$ cat src/rtl/psq_pkg.sv
package psq_pkg;
  localparam int unsigned CNT_W = 14;
  typedef logic [CNT_W-1:0] cnt_t;
  localparam cnt_t CNT_MAX = '1;

  // half of a measured period, rounded down
  function automatic cnt_t half_of(cnt_t per);
    return per >> 1;
  endfunction

  // the cycle count reaches the midpoint on the coming edge
  function automatic logic mid_hit(cnt_t cnt, cnt_t per);
    return cnt_t'(cnt + 1'b1) == half_of(per);
  endfunction

  function automatic logic is_sat(cnt_t cnt);
    return cnt == CNT_MAX;
  endfunction
endpackage

$ cat src/rtl/psq_edge_detect.sv
module psq_edge_detect (
  input  logic clk,
  input  logic rst_n,
  input  logic din,
  output logic rise
);
  logic din_q;

  always_ff @(posedge clk) begin
    if (!rst_n) din_q <= 1'b0;
    else        din_q <= din;
  end

  assign rise = din & ~din_q;
endmodule

$ cat src/rtl/psq_period_meter.sv
module psq_period_meter
  import psq_pkg::*;
(
  input  logic clk,
  input  logic rst_n,
  input  logic rise,
  output cnt_t cnt,
  output cnt_t period,
  output logic valid,
  output logic sat
);
  logic seen;

  assign sat = is_sat(cnt);

  always_ff @(posedge clk) begin
    if (!rst_n) begin
      cnt    <= '0;
      period <= '0;
      valid  <= 1'b0;
      seen   <= 1'b0;
    end else if (rise) begin
      cnt  <= '0;
      seen <= 1'b1;
      if (seen && !sat) begin
        period <= cnt_t'(cnt + 1'b1);
        valid  <= 1'b1;
      end else begin
        valid  <= 1'b0;
      end
    end else if (sat) begin
      valid <= 1'b0;
    end else begin
      cnt <= cnt_t'(cnt + 1'b1);
    end
  end
endmodule

$ cat src/rtl/psq_wave_gen.sv
module psq_wave_gen (
  input  logic clk,
  input  logic rst_n,
  input  logic rise,
  input  logic mid,
  output logic lvl
);
  always_ff @(posedge clk) begin
    if (!rst_n)    lvl <= 1'b0;
    else if (rise) lvl <= 1'b1;   // tracked edge has priority
    else if (mid)  lvl <= 1'b0;
  end
endmodule

$ cat src/rtl/pulse_squarer.sv
module pulse_squarer
  import psq_pkg::*;
#(
  parameter bit INVERT = 1'b0
) (
  input  logic clk,
  input  logic rst_n,
  input  logic pulse_in,
  input  logic enable,
  output logic sq_out,
  output logic period_valid
);
  // named internal events, watched by the bound checker
  logic rise_evt;
  logic mid_evt;
  logic wave_lvl;
  logic cnt_sat;
  logic shaped;
  cnt_t cnt;
  cnt_t period;

  psq_edge_detect u_edge (
    .clk  (clk),
    .rst_n(rst_n),
    .din  (pulse_in),
    .rise (rise_evt)
  );

  psq_period_meter u_meter (
    .clk   (clk),
    .rst_n (rst_n),
    .rise  (rise_evt),
    .cnt   (cnt),
    .period(period),
    .valid (period_valid),
    .sat   (cnt_sat)
  );

  assign mid_evt = period_valid & mid_hit(cnt, period);

  psq_wave_gen u_wave (
    .clk  (clk),
    .rst_n(rst_n),
    .rise (rise_evt),
    .mid  (mid_evt),
    .lvl  (wave_lvl)
  );

  generate
    if (INVERT) begin : g_inv
      assign shaped = ~wave_lvl;
    end else begin : g_dir
      assign shaped = wave_lvl;
    end
  endgenerate

  assign sq_out = enable ? shaped : pulse_in;
endmodule

$ cat config.mk
export PLATFORM = sky130hd
export DESIGN_NAME = pulse_squarer
export DESIGN_NICKNAME = d
export VERILOG_FILES = /design/src/rtl/psq_pkg.sv /design/src/rtl/psq_edge_detect.sv /design/src/rtl/psq_period_meter.sv /design/src/rtl/psq_wave_gen.sv /design/src/rtl/pulse_squarer.sv
export SDC_FILE = /design/constraint.sdc
export NUM_CORES = 1
export LEC_CHECK = 0
export CAP_MARGIN = 20
export CORE_ASPECT_RATIO = 1.75
export CORE_MARGIN = 3
export CORE_UTILIZATION = 59
export DETAILED_ROUTE_END_ITERATION = 6
export GPL_TIMING_DRIVEN = 0
export HOLD_SLACK_MARGIN = 0.1
export MAX_ROUTING_LAYER = met4
export PLACE_DENSITY = 0.77
export SYNTH_ARGS = -nofsm -noshare
export SYNTH_HDL_FRONTEND = slang
export SYNTH_SLANG_ARGS = --single-unit
$ cat constraint.sdc
create_clock -name clk -period 3.11 [get_ports clk]
set_clock_uncertainty 0.2 [all_clocks]
set_input_delay 0.4665 -clock clk [delete_from_list [all_inputs] [get_ports clk]]
set_output_delay 0.4665 -clock clk [all_outputs]
set_load 0.05 [all_outputs]
==> results.toml, run 1 <==
[timing]
relSlewSlack = 0.650
rsz0062_at_grt = "no"
fin_crit_sh = 0.871
tightest_slew_ns = 0.524
setup_viol = 0
finalHoldViolCount = 0
min_period_ns = 2.71
finalMaxSlewViolations = 0
setup_tns_ns = 0
fmax_mhz = 369

[clock_tree]
cts_buffers = 5
path_clk_slew_ns = 0.06
post_cts_buffers = 0
htreeDepth = 2
root_buffer = "clkbuf_8"
clock_latency_ns = 0.28
cts.sinks = 31
cts_tree = "done"
cts_buffer_depth = 2
cts_resized = 0
hold_buffers = 0

[yosys]
syn_area_um2 = 1640
ys_seq_area_frac = 0.379
synthArstFlopShare = 0
syn_avg_cell_area_um2 = 8.75
synth_ff_type = "dfxtp_1"
syn_nets = 192
synth.distinct_cells = 44
yosys_warnings = 0
synth-seq-cells = 31
synth_edf_count = 0
synthCells = 187

[run]
drv_cap = 0

[min_path]
min_path_type = "reg -> reg"
hold_path_depth = 1

[grt]
grt_pass1_wl_um = 6280
grt_pass1_vias = 1424
grt_max_degree = 11
antenna_found_initial = 0
grt_use_total = 0.259
grt_overflow = 0

[cells_and_area]
antenna_cells = 0
fin_nets = 203
seqCellArea_um2 = 621
final_layout_size_suffix_gt1_frac = 0.0854
multi_input_area_um2 = 946
area_delta_synth_final_pct = 9.41
fillers = 227
final_cells = 225
final_area_um2 = 1790

[worst_setup_path]
ff2ff_path_depth = 8
crit_fanout = 10
slowest_delay_ns = 0.41
end_kind = "register"
worst_path_max_delay_cell = "dfxtp_1"
startpoint_type = "register"
crit_type = "reg -> reg"
cp.required_ns = 3.08
worstPathArrival_ns = 2.68
crit_chain = "ha_1, nand4_1, nor3_2, nand4_2, nor2b_1, clkbuf_1, buf_2, o211a_1"

[die]
num_rows = 24
fp.dieH_um = 75.6
die_width_um = 45.8
fp.coreArea_um2 = 2580
dieArea_um2 = 3460
start_util = 0.633
ios = 6

[power_and_ir_drop]
ir_drop_mv = 0.358
total_power_uw = 790
power.density_nw_per_um2 = 441
leakage_nw = 0.751

[status]
outcome = "finished clean"

[detailed_routing]
antenna_left = 0
dr_total_vias = 1408
drt_iter0_drc = 37
dr.pass1.iters = 4
drc = 0
viasPerCell = 6.26
drt-total-wl_um = 3650
wl_per_cell_um = 16.2

[placed_design]
dp_cells = 217
place.gp.congestion = 0.947
placed_area_um2 = 1710
dp_hpwl_um = 2740
port_buffers = 4
[cells by family after synthesis]
| group | after synthesis | synth area share |
|---|---|---|
| buffers and inverters | 17 | 0.0421 |
| adders and majority gates | 1 | 0.00765 |
| and+or+nand+nor | 67 | 0.223 |
| muxes | 4 | 0.0252 |
| DFF | 31 | 0.379 |
| xor gates and xnor gates | 22 | 0.118 |
| AOI/OAI and AO/OA | 45 | 0.204 |
[power by group]
part	leakage (nW)	switching (mW)	internal, mW
Clock	0.0422	0.139	0.157
Sequential	0.252	0.0111	0.411
Combinational	0.456	0.0404	0.0321
[state kept, by name (all words and copies together) (netlist names)]
register and cells:
u_meter.cnt 14, u_meter.period 13, u_edge.din_q 1, u_meter.seen 1, u_meter.valid 1, u_wave.lvl 1
[synth_stat cells (4+ instances only)]
cell	instances	area share
and3_1	5	0.019
nor2_1	9	0.021
o211a_1	11	0.067
xnor2_1	18	0.096
inv_1	5	0.011
o21ai_0	4	0.012
nor3_1	5	0.015
a211oi_1	5	0.023
nand2_1	24	0.055
a21oi_1	13	0.040
dfxtp_1	31	0.38
clkbuf_1	7	0.016
nor2b_1	4	0.015
xor2_1	4	0.021
[routing by layer]
| layer | track usage | share of wire | vias to the layer above |
|---|---|---|---|
| met4 | 0.127 | 0.030 | 0 |
| met1 | 0.268 | 0.40 | 682 |
| met5 | - | 0 | - |
| li1 | - | - | 697 |
| met2 | 0.442 | 0.54 | 19 |
| met3 | 0.0662 | 0.029 | 10 |
[area by class of cell]
class | instances | share of cell area
Multi-Input combinational cell | 139 | 0.529
Sequential cell | 31 | 0.347
Clock buffer | 7 | 0.0427
Buffer | 12 | 0.0280
Timing Repair Buffer | 4 | 0.0224
Tap cell | 26 | 0.0182
Inverter | 5 | 0.0105
Clock inverter | 1 | 0.00280
[placed cells by master, fill, tap and decap left out, types with 9 or more instances in the layout]
master | netlist | routed
dfxtp_1 | 31 | 31
nand2_1 | 24 | 24
xnor2_1 | 18 | 18
a21oi_1 | 13 | 13
o211a_1 | 11 | 11
clkbuf_1 | 7 | 9
nor2_1 | 9 | 9
[critical path, delay by kind of cell, from the launching register on]
| kind | cells | cell delay, ns |
|---|---|---|
| buf+inv | 2 | 0.38 |
| simple gates | 4 | 1.07 |
| flops | 1 | 0.41 |
| compound gates | 1 | 0.22 |
| fa+ha+maj | 1 | 0.30 |
[path summary, 6_finish.rpt]
kind	from	to	slack [ns]
setup / recovery	u_meter.cnt[0]	u_meter.period[11]	0.40
hold / removal	u_meter.period[10]	u_meter.period[10]	0.31
setup reg to reg	u_meter.cnt[0]	u_meter.period[11]	0.40
hold reg to reg	u_meter.period[10]	u_meter.period[10]	0.31
[per-stage QoR]
step | util | setup WS (ns) | hold WS [ns]
6_report | 0.693 | 0.402 | 0.305
3_5_place_dp | 0.661 | 0.433 | 0.294
2_1_floorplan | - | 0.851 | 0.263
3_3_place_gp | 0.661 | 0.457 | 0.281
4_1_cts | 0.693 | 0.422 | 0.307
5_1_grt | 0.693 | 0.178 | 0.328
No activity file was read; power rests on OpenSTA's default activity.
==> run 2, diff against run 1 <==
--- a/config.mk
+++ b/config.mk
@@ -14,6 +14,7 @@
 export HOLD_SLACK_MARGIN = 0.1
 export MAX_ROUTING_LAYER = met4
 export PLACE_DENSITY = 0.77
+export SKIP_LAST_GASP = 1
 export SYNTH_ARGS = -nofsm -noshare
 export SYNTH_HDL_FRONTEND = slang
 export SYNTH_SLANG_ARGS = --single-unit
==> constraint.sdc (replaced) <==
create_clock -name clk -period 2.7 [get_ports clk]
set_clock_uncertainty 0.2 [all_clocks]
set_input_delay 0.405 -clock clk [delete_from_list [all_inputs] [get_ports clk]]
set_output_delay 0.405 -clock clk [all_outputs]
set_load 0.05 [all_outputs]
==> results.toml, run 2 (synthesis gave the netlist of run 1 again) <==
[worst_setup_path]
end_kind = "register"
r2r_start = "u_meter.cnt[0]"
crit_start = "u_meter.cnt[0]"
crit_fanout = 10
startpoint_type = "register"
crit_type = "reg -> reg"
ff2ff_path_depth = 9
cp.required_ns = 2.67
worstPathArrival_ns = 2.47

[cells_and_area]
largest-register = "u_meter.cnt"
antenna_cells = 0
final_layout_size_suffix_gt1_frac = 0.0995
fillers = 221
multi_input_area_um2 = 955
area_delta_synth_final_pct = 10.9
layout_commonest_cell = "dfxtp_1"
seqCellArea_um2 = 621
top_regs = "u_meter.cnt (14), u_meter.period (13)"
fin_nets = 205
final_cells = 227
final_area_um2 = 1810
layout_common_cells = "dfxtp_1, nand2_1, xnor2_1"
post-route-util = 0.702
largest_reg_flops = 14

[timing]
layout_setup_ws_ns = 0.203
rsz0062_at_grt = "no"
fin_crit_sh = 0.925
setup_tns_ns = 0
min_period_ns = 2.50
finalMaxSlewViolations = 0
relSlewSlack = 0.642
setup_viol = 0
whs_ns = 0.282
tightest_slew_ns = 0.537
finalHoldViolCount = 0
fmax_mhz = 401

[min_path]
hp-start = "rst_n"
hold_path_depth = 2
min_path_type = "in -> reg"

[detailed_routing]
drt_iter0_drc = 35
dr_total_vias = 1425
viasPerCell = 6.28
dr.pass1.iters = 4
drt-total-wl_um = 3650
drc = 0
wl_per_cell_um = 16.1
antenna_left = 0

[die]
num_rows = 24
fp.dieH_um = 75.6
ios = 6
dieArea_um2 = 3460
start_util = 0.633
fp.coreArea_um2 = 2580
die_width_um = 45.8

[placed_design]
dp_hpwl_um = 2740
pre_cts_ws_ns = 0.0227
place.gp.congestion = 0.947
placed_area_um2 = 1710
dp_cells = 217
port_buffers = 4

[power_and_ir_drop]
p_sw_frac = 0.241
cellInternalPower_uw = 691
combPwrFrac = 0.092
p_switching_uw = 220
leakage_nw = 0.773
ir_drop_mv = 0.412
total_power_uw = 910
power.density_nw_per_um2 = 502
sequentialPowerShare = 0.533
clockPowerShare = 0.374

[grt]
grt_overflow = 0
grt_pass1_vias = 1424
grt_max_degree = 11
antenna_found_initial = 0
grt_use_total = 0.259
grt_pass1_wl_um = 6280

[clock_tree]
cts_buffer_depth = 2
htreeDepth = 2
root_buffer = "clkbuf_8"
hold_buffers = 0
cts_tree = "done"
cts.sinks = 31
path_clk_slew_ns = 0.06
clock_latency_ns = 0.28
cts_buffers = 5

[status]
outcome = "finished clean"

[run]
drv_cap = 0
==> run 2: cell type report <==
class / count / area share
multi-input cells: 139 / 0.527
flip-flops and latches: 31 / 0.342
clock buffers: 7 / 0.0421
repair buffers: 6 / 0.0304
plain buffers: 12 / 0.0276
well taps: 26 / 0.0179
inverters: 5 / 0.0104
clock inverters: 1 / 0.00276
==> run 2: what timing repair did <==
action	in CTS	in global routing
endpoints found under the setup margin	0	13
resized for setup	0	2
setup buffers	0	2
==> run 2: path summary, 6_finish.rpt <==
path | slack, ns | endpoint
setup / recovery | 0.20 | u_meter.period[11]
hold / removal | 0.28 | u_meter.period[3]
setup reg to reg | 0.20 | u_meter.period[11]
hold reg to reg | 0.30 | u_meter.period[10]
==> run 2: power groups by stage <==
stage          Clock [mW]  Sequential (mW)  Combinational (mW)
2_1_floorplan           0            0.494              0.0595
6_report            0.341            0.486              0.0842
4_1_cts             0.347            0.485              0.0842
3_3_place_gp            0            0.495              0.0805
3_5_place_dp            0            0.495              0.0838
5_1_grt             0.369            0.487              0.0924
==> run 2: layer usage <==
| layer | track usage | up-vias | wire length [um] | share of wire |
|---|---|---|---|---|
| met3 | 0.0662 | 12 | 116 | 0.032 |
| met2 | 0.442 | 24 | 1980 | 0.54 |
| met1 | 0.268 | 689 | 1430 | 0.39 |
| li1 | - | 700 | - | - |
| met4 | 0.127 | 0 | 116 | 0.032 |
| met5 | - | - | 0 | 0 |
==> run 2: critical path, cell delays in order, from the launching register on <==
cell and delay (ns):
dfxtp_1 0.41, ha_2 0.27, nand4_1 0.09, buf_4 0.18, nor3_4 0.23, nand4_2 0.21
nor2b_1 0.20, clkbuf_1 0.16, buf_2 0.22, o211a_1 0.22
